===== src/rtl/therm_pkg.sv =====
package therm_pkg;
  localparam int ADDR_W        = 2;
  localparam int REG_CTRL      = 0;
  localparam int REG_DWELL     = 1;
  localparam int REG_TMO       = 2;
  localparam int REG_STAT      = 3;

  localparam int CTRL_GATE_EN  = 0;
  localparam int CTRL_ADAPT    = 1;
  localparam int CTRL_DUTY_LSB = 2;
  localparam int CTRL_IE_LSB   = 8;
  localparam int DUTY_W        = 3;

  localparam int NUM_EV        = 3;
  localparam int EV_HOT        = 0;
  localparam int EV_ESC        = 1;
  localparam int EV_NOM        = 2;

  typedef struct packed {
    logic              gate_en;
    logic              adaptive;
    logic [DUTY_W-1:0] duty;
    logic [NUM_EV-1:0] ie;
  } ctrl_t;
endpackage


===== src/rtl/therm_regs.sv =====
module therm_regs
  import therm_pkg::*;
#(
  parameter int DATA_W  = 32,
  parameter int DWELL_W = 16,
  parameter int TMO_W   = 16
) (
  input  logic                 clk,
  input  logic                 rst,
  input  logic                 we_i,
  input  logic [ADDR_W-1:0]    addr_i,
  input  logic [DATA_W-1:0]    wdata_i,
  output logic [DATA_W-1:0]    rdata_o,
  input  logic [NUM_EV-1:0]    ev_i,
  output ctrl_t                ctrl_o,
  output logic [DWELL_W-1:0]   dwell_o,
  output logic [TMO_W-1:0]     tmo_o,
  output logic                 irq_o
);
  ctrl_t               ctrl_q;
  logic [DWELL_W-1:0]  dwell_q;
  logic [TMO_W-1:0]    tmo_q;
  logic [NUM_EV-1:0]   stat_q;
  logic [NUM_EV-1:0]   clr;
  logic [DATA_W-1:0]   rd_mux;
  logic [DATA_W-1:0]   rdata_q;
  logic                irq_q;
  logic                unused_wbits;

  assign unused_wbits = ^wdata_i;
  assign clr = (we_i && addr_i == ADDR_W'(REG_STAT)) ? wdata_i[NUM_EV-1:0] : '0;

  always_ff @(posedge clk) begin
    if (rst) begin
      ctrl_q  <= '0;
      dwell_q <= '0;
      tmo_q   <= '0;
    end else if (we_i) begin
      case (addr_i)
        ADDR_W'(REG_CTRL): begin
          ctrl_q.gate_en  <= wdata_i[CTRL_GATE_EN];
          ctrl_q.adaptive <= wdata_i[CTRL_ADAPT];
          ctrl_q.duty     <= wdata_i[CTRL_DUTY_LSB +: DUTY_W];
          ctrl_q.ie       <= wdata_i[CTRL_IE_LSB +: NUM_EV];
        end
        ADDR_W'(REG_DWELL): dwell_q <= wdata_i[DWELL_W-1:0];
        ADDR_W'(REG_TMO):   tmo_q   <= wdata_i[TMO_W-1:0];
        default: ;
      endcase
    end
  end

  // one sticky bit per event; the hardware event wins over a clear
  for (genvar i = 0; i < NUM_EV; i++) begin : g_stat
    always_ff @(posedge clk) begin
      if (rst) stat_q[i] <= 1'b0;
      else     stat_q[i] <= ev_i[i] | (stat_q[i] & ~clr[i]);
    end
  end

  always_comb begin
    rd_mux = '0;
    case (addr_i)
      ADDR_W'(REG_CTRL): begin
        rd_mux[CTRL_GATE_EN]               = ctrl_q.gate_en;
        rd_mux[CTRL_ADAPT]                 = ctrl_q.adaptive;
        rd_mux[CTRL_DUTY_LSB +: DUTY_W]    = ctrl_q.duty;
        rd_mux[CTRL_IE_LSB +: NUM_EV]      = ctrl_q.ie;
      end
      ADDR_W'(REG_DWELL): rd_mux[DWELL_W-1:0] = dwell_q;
      ADDR_W'(REG_TMO):   rd_mux[TMO_W-1:0]   = tmo_q;
      default:            rd_mux[NUM_EV-1:0]  = stat_q;
    endcase
  end

  always_ff @(posedge clk) begin
    if (rst) begin
      rdata_q <= '0;
      irq_q   <= 1'b0;
    end else begin
      rdata_q <= rd_mux;
      irq_q   <= |(stat_q & ctrl_q.ie);
    end
  end

  assign ctrl_o  = ctrl_q;
  assign dwell_o = dwell_q;
  assign tmo_o   = tmo_q;
  assign rdata_o = rdata_q;
  assign irq_o   = irq_q;


  set_wins_chk: assert property (@(posedge clk) disable iff (rst)
    ev_i[EV_HOT] |=> stat_q[EV_HOT]);


  sticky_chk: assert property (@(posedge clk) disable iff (rst)
    (stat_q[EV_ESC] && !clr[EV_ESC]) |=> stat_q[EV_ESC]);


  irq_mask_chk: assert property (@(posedge clk) disable iff (rst)
    (ctrl_q.ie == '0) |=> !irq_q);
endmodule


===== src/rtl/therm_opp_seq.sv =====
module therm_opp_seq
  import therm_pkg::*;
#(
  parameter int NUM_OPP = 8,
  parameter int DWELL_W = 16,
  parameter int TMO_W   = 16,
  localparam int OPP_W  = $clog2(NUM_OPP)
) (
  input  logic                clk,
  input  logic                rst,
  input  logic                hot_i,
  input  logic                adaptive_i,
  input  logic [DWELL_W-1:0]  dwell_i,
  input  logic [TMO_W-1:0]    tmo_i,
  output logic [OPP_W-1:0]    opp_o,
  output logic                esc_o,
  output logic [NUM_EV-1:0]   ev_o
);
  localparam logic [OPP_W-1:0] LOWEST = OPP_W'(NUM_OPP - 1);
  localparam logic [OPP_W-1:0] NOMINAL = '0;

  logic               hot_q;
  logic [OPP_W-1:0]   opp_q, opp_d;
  logic [DWELL_W-1:0] dcnt_q;
  logic [TMO_W-1:0]   ecnt_q;
  logic               esc_q;
  logic [NUM_EV-1:0]  ev_q;
  logic               changed, hit, esc_start, dcnt_clr;

  assign changed   = hot_i ^ hot_q;
  assign hit       = !changed && (dcnt_q == dwell_i);
  assign esc_start = hot_i && !esc_q && (ecnt_q >= tmo_i);
  assign dcnt_clr  = changed || hit || (hot_i && opp_q == NOMINAL);

  always_comb begin
    opp_d = opp_q;
    if (hot_i) begin
      if (!adaptive_i)                      opp_d = LOWEST;
      else if (opp_q == NOMINAL)            opp_d = OPP_W'(1);
      else if (hit && opp_q != LOWEST)      opp_d = opp_q + OPP_W'(1);
    end else if (hit && opp_q != NOMINAL) begin
      opp_d = opp_q - OPP_W'(1);
    end
  end

  always_ff @(posedge clk) begin
    if (rst) begin
      hot_q  <= 1'b0;
      opp_q  <= NOMINAL;
      dcnt_q <= '0;
    end else begin
      hot_q  <= hot_i;
      opp_q  <= opp_d;
      dcnt_q <= dcnt_clr ? '0 : dcnt_q + DWELL_W'(1);
    end
  end

  // escalation timer: runs while hot, arms the secondary tier
  always_ff @(posedge clk) begin
    if (rst) begin
      ecnt_q <= '0;
      esc_q  <= 1'b0;
    end else if (!hot_i) begin
      ecnt_q <= '0;
      esc_q  <= 1'b0;
    end else begin
      if (ecnt_q < tmo_i) ecnt_q <= ecnt_q + TMO_W'(1);
      if (esc_start)      esc_q  <= 1'b1;
    end
  end

  always_ff @(posedge clk) begin
    if (rst) ev_q <= '0;
    else begin
      ev_q[EV_HOT] <= hot_i && !hot_q;
      ev_q[EV_ESC] <= esc_start;
      ev_q[EV_NOM] <= !hot_i && opp_q == OPP_W'(1) && opp_d == NOMINAL;
    end
  end

  assign opp_o = opp_q;
  assign esc_o = esc_q;
  assign ev_o  = ev_q;


  hot_no_raise_chk: assert property (@(posedge clk) disable iff (rst)
    hot_i |=> (opp_q >= $past(opp_q)));


  single_step_chk: assert property (@(posedge clk) disable iff (rst)
    (hot_i && adaptive_i && $past(opp_q) != NOMINAL) |=>
      (opp_q == $past(opp_q) || opp_q == $past(opp_q) + OPP_W'(1)));


  cold_no_esc_chk: assert property (@(posedge clk) disable iff (rst)
    !hot_i |=> !esc_q);


  cold_no_drop_chk: assert property (@(posedge clk) disable iff (rst)
    !hot_i |=> (opp_q <= $past(opp_q)));
endmodule


===== src/rtl/therm_clk_mod.sv =====
module therm_clk_mod
  import therm_pkg::*;
#(
  parameter int SLOT_W = DUTY_W
) (
  input  logic              clk,
  input  logic              rst,
  input  logic              act_i,
  input  logic              gate_en_i,
  input  logic [SLOT_W-1:0] duty_i,
  output logic              gate_o
);
  logic [SLOT_W-1:0] slot_q;
  logic              gate_q;
  logic              stop_now;

  assign stop_now = act_i && gate_en_i && (duty_i != '0) && (slot_q < duty_i);

  always_ff @(posedge clk) begin
    if (rst) begin
      slot_q <= '0;
      gate_q <= 1'b1;
    end else begin
      slot_q <= act_i ? slot_q + SLOT_W'(1) : '0;
      gate_q <= !stop_now;
    end
  end

  assign gate_o = gate_q;


  gate_off_chk: assert property (@(posedge clk) disable iff (rst)
    (!gate_en_i || duty_i == '0) |=> gate_q);


  stop_needs_act_chk: assert property (@(posedge clk) disable iff (rst)
    !gate_q |-> $past(act_i));
endmodule


===== src/rtl/thermal_escalator.sv =====
module thermal_escalator
  import therm_pkg::*;
#(
  parameter int NUM_OPP = 8,
  parameter int DATA_W  = 32,
  parameter int DWELL_W = 16,
  parameter int TMO_W   = 16,
  localparam int OPP_W  = $clog2(NUM_OPP)
) (
  input  logic               clk,
  input  logic               rst,
  input  logic               hot_i,
  input  logic               reg_we,
  input  logic [ADDR_W-1:0]  reg_addr,
  input  logic [DATA_W-1:0]  reg_wdata,
  output logic [DATA_W-1:0]  reg_rdata,
  output logic [OPP_W-1:0]   opp_o,
  output logic               clk_en_o,
  output logic               irq_o
);
  ctrl_t              ctrl;
  logic [DWELL_W-1:0] dwell;
  logic [TMO_W-1:0]   tmo;
  logic [NUM_EV-1:0]  ev;
  logic               esc;

  therm_regs #(.DATA_W(DATA_W), .DWELL_W(DWELL_W), .TMO_W(TMO_W)) regs_i (
    .clk     (clk),
    .rst     (rst),
    .we_i    (reg_we),
    .addr_i  (reg_addr),
    .wdata_i (reg_wdata),
    .rdata_o (reg_rdata),
    .ev_i    (ev),
    .ctrl_o  (ctrl),
    .dwell_o (dwell),
    .tmo_o   (tmo),
    .irq_o   (irq_o)
  );

  therm_opp_seq #(.NUM_OPP(NUM_OPP), .DWELL_W(DWELL_W), .TMO_W(TMO_W)) seq_i (
    .clk        (clk),
    .rst        (rst),
    .hot_i      (hot_i),
    .adaptive_i (ctrl.adaptive),
    .dwell_i    (dwell),
    .tmo_i      (tmo),
    .opp_o      (opp_o),
    .esc_o      (esc),
    .ev_o       (ev)
  );

  therm_clk_mod #(.SLOT_W(DUTY_W)) mod_i (
    .clk       (clk),
    .rst       (rst),
    .act_i     (esc),
    .gate_en_i (ctrl.gate_en),
    .duty_i    (ctrl.duty),
    .gate_o    (clk_en_o)
  );
endmodule


===== config.mk =====
export PLATFORM = sky130hd
export DESIGN_NAME = thermal_escalator
export DESIGN_NICKNAME = d
export VERILOG_FILES = /design/src/rtl/therm_pkg.sv /design/src/rtl/therm_regs.sv /design/src/rtl/therm_opp_seq.sv /design/src/rtl/therm_clk_mod.sv /design/src/rtl/thermal_escalator.sv
export SDC_FILE = /design/constraint.sdc
export NUM_CORES = 1
export LEC_CHECK = 0
export BUFFER_PORTS_ARGS = -buffer_cell sky130_fd_sc_hd__buf_4
export CELL_PAD_IN_SITES_DETAIL_PLACEMENT = 0
export CELL_PAD_IN_SITES_GLOBAL_PLACEMENT = 1
export CORE_MARGIN = 10
export CORE_UTILIZATION = 38
export CTS_CLUSTER_SIZE = 30
export DETAILED_ROUTE_END_ITERATION = 10
export PLACE_DENSITY_LB_ADDON = 0.1
export REMOVE_ABC_BUFFERS = 1
export SETUP_SLACK_MARGIN = 0.4
export SLEW_MARGIN = 20
export SYNTH_ARGS = -nofsm -noshare
export SYNTH_HDL_FRONTEND = slang
export SYNTH_SLANG_ARGS = --single-unit

===== constraint.sdc =====
create_clock -name clk -period 2.7 [get_ports clk]
set_clock_uncertainty 0.15 [all_clocks]
set_input_delay 0.54 -clock clk [delete_from_list [all_inputs] [get_ports clk]]
set_output_delay 0.54 -clock clk [all_outputs]
set_load 0.1 [all_outputs]

* Word level (Yosys, flattened, before mapping)
Cells that the tools add are included.
Storage, ports and cells: memory bits (writable) 0, memories kept 0, bits in latches 0, register bits after elaboration 120, ROM bits 0, input bits 38
Cells by class: $mul 0, magnitude comparators 3, divide/modulo/power cells 0, mux-type cells 11, reduce and logical (&&, ||, !) cells 32, bitwise operators 13, equality and inequality tests 6, shift-type cells 0, add/subtract/negate cells 5
Operator list (count):
- adder 16 x 1 -> 16 bit (second input constant) | 2
- 2-to-1 mux 3 bit | 6
- case mux 3 bit (3 select lines) | 2
- equality test 16 bit | 1
- >= comparator 16 bit | 1
- < comparator 16 bit | 1
- logical AND 1 bit | 13
- case mux 5 bit (2 select lines) | 1
- adder 3 x 1 -> 3 bit (second input constant) | 2
- logical NOT 3 bit | 2
- case mux 2 bit (3 select lines) | 1
- case mux 3 bit (2 select lines) | 1
- AND reduction 2 bit | 3
- nonzero test 3 bit | 2
- OR reduction 2 bit | 3
- logical NOT 1 bit | 5
- inverter 1 bit | 5
- equality test 2 bit (second input constant) | 2
- AND 1 bit | 3
- AND 3 bit | 1
- equality test 3 x 1 -> 1 bit (second input constant) | 1
- < comparator 3 bit | 1
- != test 3 bit (second input constant) | 1
- bitwise OR 1 bit | 3
- 6 further kinds | 7

* Depth between registers and ports, before layout
depth after elaboration 10, mapped depth 11, mapped depth without buffers 9

* Hierarchy
From an unflattened synthesis, not the netlist that was laid out.
Second synthesis, totals: cell total of the unflattened synthesis 591, area total of the unflattened synthesis 5491.5 µm²
Modules (own cells, without submodules):
- therm_regs | area an instance 2822.7 µm², cells each 282, times used 1, seq. area each 1201.2 µm²
- therm_opp_seq | area an instance 2449.8 µm², cells each 288, times used 1, seq. area each 800.8 µm²
- therm_clk_mod | area an instance 219.0 µm², cells each 21, times used 1, seq. area each 80.1 µm²

* Worst setup path before layout
OpenSTA, ideal clock, no wires.
kind register to register, start reg seq_i.opp_q[0], in the netlist seq_i.opp_o[0], end reg seq_i.ev_q[2], in the netlist seq_i.ev_o[2], required time 2.434 ns, arrival time 2.301 ns, clock period less this slack 2.567 ns, path slack 0.133 ns, stages on the path, launching flop included 7, cell sequence dfxtp_1 > inv_1 > ha_1 > nor4bb_1 > o32ai_1 > a32o_1 > and3b_1
Between the ends: longest elaborated chain between the ends 8, elaborated cells on any way between the ends 16, classes of those cells add/sub (2); eq/ne (2); mux (5); reduce/logical (7)
Ends and longest elaborated chain:
- start, declared | RTL line therm_opp_seq.sv:23 | logic [OPP_W-1:0] opp_q, opp_d;
- start signal, assigned | RTL line therm_opp_seq.sv:53 | opp_q <= opp_d;
- branches (longest 7 deep; another with adder 3 x 1 -> 3 bit)
- logical AND 1 bit * | RTL line therm_opp_seq.sv:77 | ev_q[EV_NOM] <= !hot_i && opp_q == OPP_W'(1) && opp_d == NOMINAL;
- end signal, assigned by index | RTL line therm_opp_seq.sv:75 | ev_q[EV_HOT] <= hot_i && !hot_q;
- end signal, assigned by index | RTL line therm_opp_seq.sv:76 | ev_q[EV_ESC] <= esc_start;
- end, declared | RTL line therm_opp_seq.sv:27 | logic [NUM_EV-1:0] ev_q;
Every way passes the cells marked *. A chain may end at the register's enable or synchronous reset.

* Final worst setup path
start reg regs_i.tmo_q[8], in the netlist regs_i.tmo_o[8], end reg seq_i.ecnt_q[8]
Between the ends: longest elaborated chain between the ends 1
Ends and longest elaborated chain:
- start, declared | RTL line therm_regs.sv:22 | logic [TMO_W-1:0] tmo_q;
- start signal, assigned | RTL line therm_regs.sv:47 | ADDR_W'(REG_TMO): tmo_q <= wdata_i[TMO_W-1:0];
- < comparator 16 bit | RTL line therm_opp_seq.sv:67 | if (ecnt_q < tmo_i) ecnt_q <= ecnt_q + TMO_W'(1);
- end signal, assigned | RTL line therm_opp_seq.sv:67
- end, declared | RTL line therm_opp_seq.sv:25 | logic [TMO_W-1:0] ecnt_q;
Every way passes these cells.

==> flow_summary.toml <==
[sta]
slew_viol_final = 0
finalHoldViolCount = 0
worst_pin_slew_ns = 0.6207
layout_min_cycle_time_ns = 2.535
fmax_mhz = 394.4
setup_viol = 0
fin_crit_sh = 0.9390
hold_slack_ns = 0.2879
maxSlewHeadroom = 0.5862
rsz0062_at_grt = "true"

[detailed_routing]
ant_nets = 0
vias_per_cell = 5.275
wirelength_um = 13840
wl_per_cell_um = 16.61
first_pass_iters = 5
drcViolationCount = 0
drt_iter0_drc = 286
vias = 4394

[critical_path]
slowest_stage = "or4_1"
required_ns = 2.84
cp-start-kind = "register"
critPathCaptureType = "register"
crit_fanout = 5
path_class = "register to register"
crit_path_cell_trace = "inv_1 -> ha_1 -> a21o_1 -> a21o_1 -> a21oi_2 -> o21ai_2 -> or3_4 -> or4_1 -> a21oi_2"
reg2reg_slack_ns = 0.16
path_buf_inv = 1
crit_family = "simple AND/OR/NAND/NOR gates"
crit_path_max_incr_delay_ns = 0.53
worstPathArrival_ns = 2.68

[grt]
first_global_vias = 4366
grt_start_max_net_pins = 58
grt_antenna_before_repair = 0
grt_pass1_wl_um = 21900
grt_use_total = 0.1511
grt_overflow = 0

[floorplanning]
die_y_um = 134.5
initial_utilization = 0.3914
io_pins = 75
die_w_um = 134.5
num_rows = 41
dieArea_um2 = 18080
core-area_um2 = 12720

[power_and_ir_drop]
peakVddDrop_mv = 0.2963
intPower_mw = 2.442
p_leak_nw = 2.342
pwr-share-seq = 0.467
power_density_nw_per_um2 = 564.3
pwr-share-comb = 0.187
p_sw_mw = 1.022
switching_share = 0.2951
clock_power_share = 0.346

[clock_tree]
cts_num_sinks = 104
cts_tree = "done"
root_buffer = "clkbuf_16"
cts_buffer_depth = 2
hold_buffers = 0
cts_buffers = 9
htree_levels = 3
insertion_delay_ns = 0.35
clk_pin_slew_worst_paths_ns = 0.07

[placed_design]
hpwl_um = 9862
dpl.cell_count = 807
gp_congestion = 0.8279
io_buffer_count = 42

[final_layout]
diodes = 0
multi_input_area_um2 = 2815
nets = 727
fill_cells = 1259
drive_above_1_share = 0.2511
area_growth_pct = 23.27
final_cell_count_no_fill = 833
register_area_um2 = 2140

[yosys]
yosysSeqAreaShare = 0.4181
netlist.area_leader.share = 0.4181
syn_inst = 593
yosysWarnings = 0
yosysTopAreaCell = "dfxtp_1"
synth_edf_count = 0
ys_seq_elements = 104
ys_top_cells_by_count = "dfxtp_1, nand2_1, a21oi_1"
ys_types = 57
syn_area_um2 = 4980
avgSynthCellArea_um2 = 8.398
synth_most_common_cell = "dfxtp_1"
synth_ff_type = "dfxtp_1"
synth.area.top_cells = "dfxtp_1, ha_1, nand2_1, a21oi_1, xnor2_1"
postSynth.asyncResetShare = 0

[run]
max-cap-violations = 0

[run_status]
status = "completed"

[hold_path]
hp-class = "input pin to register"
## state kept, by name, summed over array words and instances, names as in the netlist, 3 cells and up
register	count
mod_i.slot_q	3
regs_i.ctrl_o	8
regs_i.dwell_o	16
regs_i.rdata_o	16
regs_i.stat_q	3
regs_i.tmo_o	16
seq_i.dcnt_q	16
seq_i.ecnt_q	16
seq_i.ev_o	3
seq_i.opp_o	3
## cell type report
class	instances	area share
inverters	30	0.01834
well taps	172	0.03506
clock buffers	13	0.04077
clock inverters	1	0.0008153
repair buffers	80	0.09784
flip-flops and latches	104	0.3486
multi-input cells	433	0.4586
## per-stage QoR
stage | setup WS, ns | setup TNS [ns] | power (mW) | cell area (um^2) | utilization
after floorplan | 0.07637 | 0 | 2.019 | 4795 | -
after global placement | 0.02344 | 0 | 2.207 | 5535 | 0.4351
after detailed placement | -0.02520 | -0.03950 | 2.211 | 5535 | 0.4351
after CTS | 0.1848 | 0 | 3.474 | 5988 | 0.4707
after global routing | 0.08736 | 0 | 3.617 | 6138 | 0.4825
final | 0.1646 | 0 | 3.464 | 6138 | 0.4825
## worst min-delay path, cell delays in order
cell	delay, ns
buf_4	0.11
nand2_1	0.05
a21oi_1	0.05
## power by group through the flow
| stage | Clock, mW | Sequential [mW] | Combinational, mW |
|---|---|---|---|
| 6_report | 1.20 | 1.62 | 0.647 |
| 4_1_cts | 1.24 | 1.62 | 0.612 |
| 2_1_floorplan | 0 | 1.70 | 0.320 |
| 3_3_place_gp | 0 | 1.65 | 0.555 |
| 5_1_grt | 1.30 | 1.62 | 0.698 |
| 3_5_place_dp | 0 | 1.65 | 0.559 |
## kinds of logic after synthesis
| family | Yosys count | share of synthesized area |
|---|---|---|
| flops | 104 | 0.4181 |
| other cells | 1 | 0.0007530 |
| fa+ha+maj | 31 | 0.07789 |
| buf+inv | 73 | 0.07111 |
| mux | 2 | 0.004271 |
| simple gates | 231 | 0.2201 |
| compound gates | 116 | 0.1462 |
| xor+xnor | 35 | 0.06156 |
## routing by layer
| layer | wire, um | global-route usage | vias to the layer above |
|---|---|---|---|
| met4 | 181 | 0.05079 | 0 |
| li1 | - | - | 2156 |
| met5 | 0 | 0 | - |
| met2 | 6553 | 0.2499 | 122 |
| met3 | 742 | 0.04562 | 26 |
| met1 | 6362 | 0.1825 | 2090 |
## path summary, 6_finish.rpt
kind / startpoint / end / cells past startpoint
max: regs_i.tmo_o[8]$_SDFFE_PP0P_ / seq_i.ecnt_q[8]$_SDFFE_PP0P_ / 9
max reg2reg: regs_i.tmo_o[8]$_SDFFE_PP0P_ / seq_i.ecnt_q[8]$_SDFFE_PP0P_ / 9
min reg2reg: seq_i.ev_o[2]$_SDFF_PP0_ / regs_i.stat_q[2]$_SDFF_PP0_ / 2
min: reg_wdata[12] / regs_i.tmo_o[12]$_SDFFE_PP0P_ / 3
## cell usage in the layout, fill, tap and decap left out, types with 22 or more instances in the layout
cell type  Yosys  final
buf_4         16     80
xnor2_1       27     24
dfxtp_1      104     66
nand3_1       22     22
ha_1          31     26
inv_1         30     27
a21oi_1       63     58
nand2_1       95     95
nor2_1        51     49
dfxtp_2        0     34
## what timing repair did
item | 4_1_cts | 5_1_grt
pin swaps | 19 | 11
resized for setup | 39 | 39
cloned | 2 | 0
setup buffers | 7 | 3
setup endpoints to repair | 18 | 21
Note: power is estimated with default switching activity, not from simulation.
